`config.mk`:
```
export PLATFORM = sky130hd
export DESIGN_NAME = banked_sram
export DESIGN_NICKNAME = d
export VERILOG_FILES = /design/src/rtl/bsram_pkg.sv /design/src/rtl/bsram_decode.sv /design/src/rtl/bsram_bank.sv /design/src/rtl/bsram_counter.sv /design/src/rtl/banked_sram.sv
export SDC_FILE = /design/constraint.sdc
export NUM_CORES = 2
export LEC_CHECK = 0
export BUFFER_PORTS_ARGS = -buffer_cell sky130_fd_sc_hd__buf_4
export CORE_MARGIN = 4
export CORE_UTILIZATION = 34
export CTS_CLUSTER_DIAMETER = 120
export DETAILED_ROUTE_END_ITERATION = 10
export PLACE_DENSITY = 0.59
export SLEW_MARGIN = 15
export SYNTH_ARGS = -nofsm -noshare
export SYNTH_HDL_FRONTEND = slang
export SYNTH_SLANG_ARGS = --single-unit
```
`constraint.sdc`:
```
create_clock -name clk -period 2.9 [get_ports clk]
set_input_delay 0.58 -clock clk [delete_from_list [all_inputs] [get_ports clk]]
set_output_delay 0.58 -clock clk [all_outputs]
set_load 0.02 [all_outputs]
```
`src/rtl/bsram_pkg.sv`:
```
// Package: shared types for the banked memory.
// Assumes: nothing; holds only the access-kind encoding.
package bsram_pkg;
    typedef enum logic {
        ACC_READ  = 1'b0,
        ACC_WRITE = 1'b1
    } acc_op_e;
endpackage

```
`src/rtl/bsram_decode.sv`:
```
// Module: address decoder. Splits the address into bank, row and group
// fields (MSB to LSB) and produces one-hot selects gated by the request.
// Assumes: BANKS, ROWS and GROUPS are powers of two, each at least 2.
module bsram_decode #(
    parameter int BANKS  = 4,
    parameter int ROWS   = 8,
    parameter int GROUPS = 4,
    localparam int BANK_W = $clog2(BANKS),
    localparam int ROW_W  = $clog2(ROWS),
    localparam int GRP_W  = $clog2(GROUPS),
    localparam int ADDR_W = BANK_W + ROW_W + GRP_W
) (
    input  logic              clk,
    input  logic              rst_n,
    input  logic              valid,
    input  logic [ADDR_W-1:0] addr,
    output logic [BANK_W-1:0] bank_idx,
    output logic [ROW_W-1:0]  row_idx,
    output logic [GRP_W-1:0]  grp_idx,
    output logic [BANKS-1:0]  bank_oh,
    output logic [ROWS-1:0]   row_oh,
    output logic [GROUPS-1:0] grp_oh
);
    // Field split: bank on top, group at the bottom.
    assign bank_idx = addr[ADDR_W-1 -: BANK_W];
    assign row_idx  = addr[GRP_W +: ROW_W];
    assign grp_idx  = addr[GRP_W-1:0];

    // One-hot expansion of each field, all zero while no request is present.
    always_comb begin
        bank_oh = '0;
        row_oh  = '0;
        grp_oh  = '0;
        if (valid) begin
            bank_oh[bank_idx] = 1'b1;
            row_oh[row_idx]   = 1'b1;
            grp_oh[grp_idx]   = 1'b1;
        end
    end

    // exactly one bank per valid request, none when idle
    p_bank_onehot_r1: assert property (@(posedge clk) disable iff (!rst_n)
        valid |-> ($countones(bank_oh) == 1));
    p_bank_idle_r1: assert property (@(posedge clk) disable iff (!rst_n)
        !valid |-> (bank_oh == '0));
    // exactly one group per valid request, none when idle
    p_grp_onehot_r2: assert property (@(posedge clk) disable iff (!rst_n)
        valid |-> ($countones(grp_oh) == 1));
endmodule

```
`src/rtl/bsram_bank.sv`:
```
// Module: one memory bank. Each column group has a local word line per row,
// formed by gating the global row select with the group select.
// Writes go only through the active local word line.
// Assumes: row_oh is one-hot or zero; sel gates all local activity.
module bsram_bank #(
    parameter int ROWS   = 8,
    parameter int GROUPS = 4,
    parameter int WIDTH  = 8,
    localparam int ROW_W = $clog2(ROWS),
    localparam int GRP_W = $clog2(GROUPS)
) (
    input  logic              clk,
    input  logic              rst_n,
    input  logic              sel,
    input  logic              wr,
    input  logic [ROWS-1:0]   row_oh,
    input  logic [GROUPS-1:0] grp_oh,
    input  logic [ROW_W-1:0]  row_idx,
    input  logic [GRP_W-1:0]  grp_idx,
    input  logic [WIDTH-1:0]  wdata,
    output logic [WIDTH-1:0]  rd_word,
    output logic [GROUPS-1:0] grp_en
);
    logic [WIDTH-1:0] group_word [GROUPS];

    // Group enables exist only inside the selected bank.
    assign grp_en = sel ? grp_oh : '0;

    for (genvar g = 0; g < GROUPS; g++) begin : g_grp
        logic [ROWS-1:0]  lwl;
        logic [WIDTH-1:0] cells [ROWS];

        // Local word line gate: global row select AND group enable.
        assign lwl = row_oh & {ROWS{grp_en[g]}};

        // Storage of this group: cleared on reset, written via its local word line.
        always_ff @(posedge clk) begin
            if (!rst_n) begin
                for (int r = 0; r < ROWS; r++) cells[r] <= '0;
            end else if (wr) begin
                for (int r = 0; r < ROWS; r++)
                    if (lwl[r]) cells[r] <= wdata;
            end
        end

        assign group_word[g] = cells[row_idx];

        // a local word line may be active only in the enabled group
        p_lwl_gated_r4: assert property (@(posedge clk) disable iff (!rst_n)
            !grp_en[g] |-> (lwl == '0));
    end

    assign rd_word = group_word[grp_idx];

    // an unselected bank drives no group enable
    p_idle_bank_r2: assert property (@(posedge clk) disable iff (!rst_n)
        !sel |-> (grp_en == '0));
endmodule

```
`src/rtl/bsram_counter.sv`:
```
// Module: per-bank activity counter. Counts cycles in which its bank is enabled.
// Assumes: wraps at 2**CNT_W.
module bsram_counter #(
    parameter int CNT_W = 16
) (
    input  logic             clk,
    input  logic             rst_n,
    input  logic             en,
    output logic [CNT_W-1:0] cnt
);
    // Increment on every enabled cycle.
    always_ff @(posedge clk) begin
        if (!rst_n) cnt <= '0;
        else if (en) cnt <= cnt + 1'b1;
    end

    // the counter steps by one when enabled and holds otherwise
    p_cnt_step_r7: assert property (@(posedge clk) disable iff (!rst_n)
        en |=> (cnt == $past(cnt) + 1'b1));
    p_cnt_hold_r7: assert property (@(posedge clk) disable iff (!rst_n)
        !en |=> $stable(cnt));
endmodule

```
`src/rtl/banked_sram.sv`:
```
// Module: top of the banked memory. Decodes each request, enables one bank
// and one local word-line group, registers read data, and keeps a per-bank
// access count.
// Assumes: BANKS, ROWS, GROUPS are powers of two, each at least 2.
module banked_sram
    import bsram_pkg::*;
#(
    parameter int BANKS  = 4,
    parameter int ROWS   = 8,
    parameter int GROUPS = 4,
    parameter int WIDTH  = 8,
    parameter int CNT_W  = 16,
    localparam int BANK_W = $clog2(BANKS),
    localparam int ROW_W  = $clog2(ROWS),
    localparam int GRP_W  = $clog2(GROUPS),
    localparam int ADDR_W = BANK_W + ROW_W + GRP_W
) (
    input  logic                   clk,
    input  logic                   rst_n,
    input  logic                   req_valid,
    input  logic                   req_write,
    input  logic [ADDR_W-1:0]      req_addr,
    input  logic [WIDTH-1:0]       req_wdata,
    output logic [WIDTH-1:0]       rd_data,
    output logic                   rd_valid,
    output logic [BANKS-1:0]       bank_en,
    output logic [GROUPS-1:0]      grp_en,
    output logic [BANKS*CNT_W-1:0] bank_cnt
);
    acc_op_e           op;
    logic [BANK_W-1:0] bank_idx;
    logic [ROW_W-1:0]  row_idx;
    logic [GRP_W-1:0]  grp_idx;
    logic [ROWS-1:0]   row_oh;
    logic [GROUPS-1:0] grp_oh;
    logic [WIDTH-1:0]  bank_rd  [BANKS];
    logic [GROUPS-1:0] bank_grp [BANKS];

    assign op = acc_op_e'(req_write);

    bsram_decode #(.BANKS(BANKS), .ROWS(ROWS), .GROUPS(GROUPS)) u_dec (
        .clk(clk), .rst_n(rst_n), .valid(req_valid), .addr(req_addr),
        .bank_idx(bank_idx), .row_idx(row_idx), .grp_idx(grp_idx),
        .bank_oh(bank_en), .row_oh(row_oh), .grp_oh(grp_oh)
    );

    for (genvar b = 0; b < BANKS; b++) begin : g_bank
        bsram_bank #(.ROWS(ROWS), .GROUPS(GROUPS), .WIDTH(WIDTH)) u_bank (
            .clk(clk), .rst_n(rst_n), .sel(bank_en[b]),
            .wr(op == ACC_WRITE), .row_oh(row_oh), .grp_oh(grp_oh),
            .row_idx(row_idx), .grp_idx(grp_idx), .wdata(req_wdata),
            .rd_word(bank_rd[b]), .grp_en(bank_grp[b])
        );
        bsram_counter #(.CNT_W(CNT_W)) u_cnt (
            .clk(clk), .rst_n(rst_n), .en(bank_en[b]),
            .cnt(bank_cnt[b*CNT_W +: CNT_W])
        );
    end

    // Merge the per-bank group enables; only the selected bank contributes.
    always_comb begin
        grp_en = '0;
        for (int b = 0; b < BANKS; b++) grp_en = grp_en | bank_grp[b];
    end

    // Read pipeline register: capture the addressed word one cycle after a read.
    always_ff @(posedge clk) begin
        if (!rst_n) begin
            rd_data  <= '0;
            rd_valid <= 1'b0;
        end else begin
            rd_valid <= req_valid && (op == ACC_READ);
            if (req_valid && op == ACC_READ) rd_data <= bank_rd[bank_idx];
        end
    end

    // a read request yields rd_valid on the next cycle
    p_rd_valid_r5: assert property (@(posedge clk) disable iff (!rst_n)
        (req_valid && !req_write) |=> rd_valid);
    // a write or idle cycle leaves read data held and rd_valid low
    p_rd_hold_r6: assert property (@(posedge clk) disable iff (!rst_n)
        !(req_valid && !req_write) |=> (!rd_valid && $stable(rd_data)));
    // a group enable appears only together with a bank enable
    p_grp_with_bank_r2: assert property (@(posedge clk) disable iff (!rst_n)
        (grp_en != '0) |-> (bank_en != '0));
endmodule

```
==> impl_metrics.toml <==
[run_status]
status = "completed"

[synth]
seq_area_frac_synth_pct = 68.7
post_synth.cell_area_avg_um2 = 12.9
synth_seq_cells = 1097
synthDistinctLibCells = 43
syn_nets = 3652
syn_inst = 3629
synth_area_um2 = 46900
yosysWarnings = 0

[setup_path]
cp-start-kind = "input pin"
critPathKind = "in2out"
cp_common_cell = "buf_4"
crit_buf_inv = 4
end_kind = "output port"
crit_path_start = "req_valid"
crit_required_ps = 2320
cpPeakStageDelay_ps = 430
cp_top_family = "buffers and inverters"
crit_path_cell_trace = "buf_4, inv_1, or2_2, inv_2, buf_4"
worstReg2RegStart = "g_bank[2].u_bank.g_grp[1].cells[1][6]"
cp_slowest_cell = "or2_2"
cp.arrival_ps = 1880
critPathMaxFanout = 11

[clock_network]
clk_latency_ps = 720
numCtsBuffers = 113
clock-sinks = 1097
clk_pin_slew_worst_paths_ps = 60
cts.repair.resized = 0
clockRootBuffer = "clkbuf_16"
clockBufferDepth = 3
cts_tree = "built"
htree_num_levels = 3
post_cts_buffers = 0
cts_hold_buf = 0

[die]
ios = 100
die_w_um = 379
rows = 136
die_area_um2 = 144000
die_y_um = 379
initial_utilization_pct = 34.1
core_um2 = 137000

[job]
drv_cap = 0

[power_and_ir_drop]
power_leakage_nw = 20.7
p_per_area_nw_per_um2 = 634
ir_drop_uv = 498

[grt]
grt_pass1_wl_mm = 196
grtUsageMet1_pct = 24.7
globalRouteMet2Util_pct = 30.3
grt-ovfl-total = 0
grt_pass1_vias = 30100
use_met3_pct = 2.83
grt_max_degree = 97
busiest_layer = "met2"
grt.total_usage_pct = 18.3
antenna_found_initial = 4

[timing]
worst_slew_pin_slew_ps = 780
fin_skew_ps = 31.3
tns_ps = 0
rsz0062_at_grt = "no"
report.final.setup_viol = 0
clock.fmax_mhz = 407
period_share_pct = 84.7
final.setup.worst_slack_ps = 442
fin_crit_ps = 2460
finalHoldWorstSlack_ps = 336
slew_viol_final = 0
maxSlewHeadroom_pct = 47.3
hold_viol = 0

[finish]
drive_gt1_share_pct = 17.9
ff_latch_area_um2 = 32200
fill_cells = 12600
final_nets = 4009
final_area_um2 = 56600
post_layout_nonfiller_instances = 5879
areaGrowthSynthToFinish_pct = 20.6
multi_input_area_um2 = 13600

[hold_path]
min-delay-start = "req_wdata[5]"
hold_class = "in2reg"

[place]
place_congestion = 0.854
dp_cells = 5665
dpl.hpwl_mm = 88.8
postPlaceCellArea_um2 = 52800
place_ws_ps = -121
io_buffers = 99

[routing]
viasPerCell = 5.25
wirelength_mm = 134
antenna_left = 0
route.vias.total = 30900
firstDrtPassIters = 6
routedWlPerCell_um = 22.9
drc = 0
initialDrtViolationCount = 3215
==> power breakdown <==
| part | switching [mW] | total (mW) | internal [mW] |
|---|---|---|---|
| sequential | 0.260 | 18.4 | 18.2 |
| combinational | 1.81 | 2.80 | 0.995 |
| clock | 6.27 | 14.7 | 8.40 |
==> cell families (layout without fill, tap and decap cells) <==
kind of cell,count (synthesis),in the layout,synth area share (%)
buffers and inverters,282,736,2.57
multiplexers,512,512,10.9
flip-flops,1097,1097,68.7
adder cells (fa/ha/maj),4,4,0.107
XOR/XNOR,50,50,0.934
AND/OR/NAND/NOR,1196,1196,10.5
other,0,2,0
AO/OA/AOI/OAI,488,488,6.22
==> worst reg2reg max path, stage by stage, from the launching register on <==
cell	delay, ps
edfxtp_1	390
mux2i_1	190
o22ai_1	110
o21ai_0	330
a41oi_1	350
nor4_1	470
a21oi_1	120
==> final cells by class <==
type / instances / area share (%)
sequential: 1097 / 57.0
multi-input combinational: 2250 / 24.0
timing repair buffer: 506 / 8.33
clock buffer: 134 / 5.18
tap: 1794 / 3.97
clock inverter: 78 / 1.40
inverter: 18 / 0.122
antenna: 2 / 0.00885
==> registers in the layout, summed over array words and instances (netlist names) <==
name                       cells
rd_valid                       1
rd_data                        8
g_bank.u_bank.g_grp.cells   1024
g_bank.u_cnt.cnt              64
==> Yosys cell counts <==
master / instances / area [um2]
clkinv_1: 1 / 3.75
nor3b_1: 1 / 7.51
nor4_1: 8 / 50.1
clkbuf_1: 149 / 559
clkbuf_2: 1 / 5.00
nor2_1: 787 / 2950
nor3_4: 1 / 16.3
or3_1: 10 / 62.6
and2_1: 54 / 338
nand4_4: 1 / 21.3
nand2_1: 239 / 897
a41oi_1: 32 / 280
inv_2: 2 / 7.51
edfxtp_1: 1024 / 30700
clkinv_2: 1 / 5.00
or2_2: 2 / 12.5
buf_4: 9 / 67.6
nor2b_1: 5 / 31.3
o21ai_0: 178 / 891
nor2_2: 2 / 12.5
nand2_2: 18 / 113
a21oi_1: 8 / 40.0
nand4_1: 10 / 62.6
a21boi_1: 2 / 15.0
and4_1: 4 / 35.0
a21boi_0: 12 / 90.1
nand2b_1: 5 / 31.3
xor2_1: 12 / 105
mux2i_1: 512 / 5120
o22ai_1: 256 / 1600
dfxtp_1: 73 / 1460
ha_1: 4 / 50.1
and3_1: 16 / 100
or4_1: 1 / 7.51
buf_2: 90 / 450
xnor2_1: 38 / 333
nand3_1: 21 / 105
nor3_1: 2 / 10.0
nor3_2: 4 / 40.0
buf_1: 15 / 56.3
or2_1: 3 / 18.8
inv_1: 14 / 52.6
nand3b_1: 2 / 15.0
==> routing by layer <==
layer | vias up | part of all wire (%)
li1 | 14000 | -
met1 | 15500 | 42
met2 | 1160 | 48
met3 | 204 | 7.6
met4 | 0 | 3.0
met5 | - | 0
==> path summary, 6_finish.rpt <==
path	cells after the start	end	slack [ps]
worst min-delay path	3	g_bank[0].u_bank.g_grp[1].cells[3][5]	340
worst max-delay path	5	bank_en[1]	440
worst min register to register	2	g_bank[3].u_cnt.cnt[15]	500
worst max register to register	6	rd_data[6]	830
==> through the flow <==
stage          total power, mW  utilization, %
2_1_floorplan             20.1               -
3_3_place_gp              21.5            38.5
3_5_place_dp              21.6            38.5
4_1_cts                   36.1            41.2
5_1_grt                   37.0            41.2
6_report                  35.9            41.2
==> cells in the final DEF, fill, tap and decap left out, drive strengths merged, types with 13 or more instances in the layout <==
cell,instances
edfxtp,1024
nor2,789
mux2i,512
buf,505
nand2,257
o22ai,256
o21ai,178
clkbuf,135
dfxtp,73
and2,54
clkinv,49
xnor2,38
a41oi,32
inv,25
nand3,21
and3,16
a21boi,14
bufinv,13
Power figures use the tool's default switching activity.
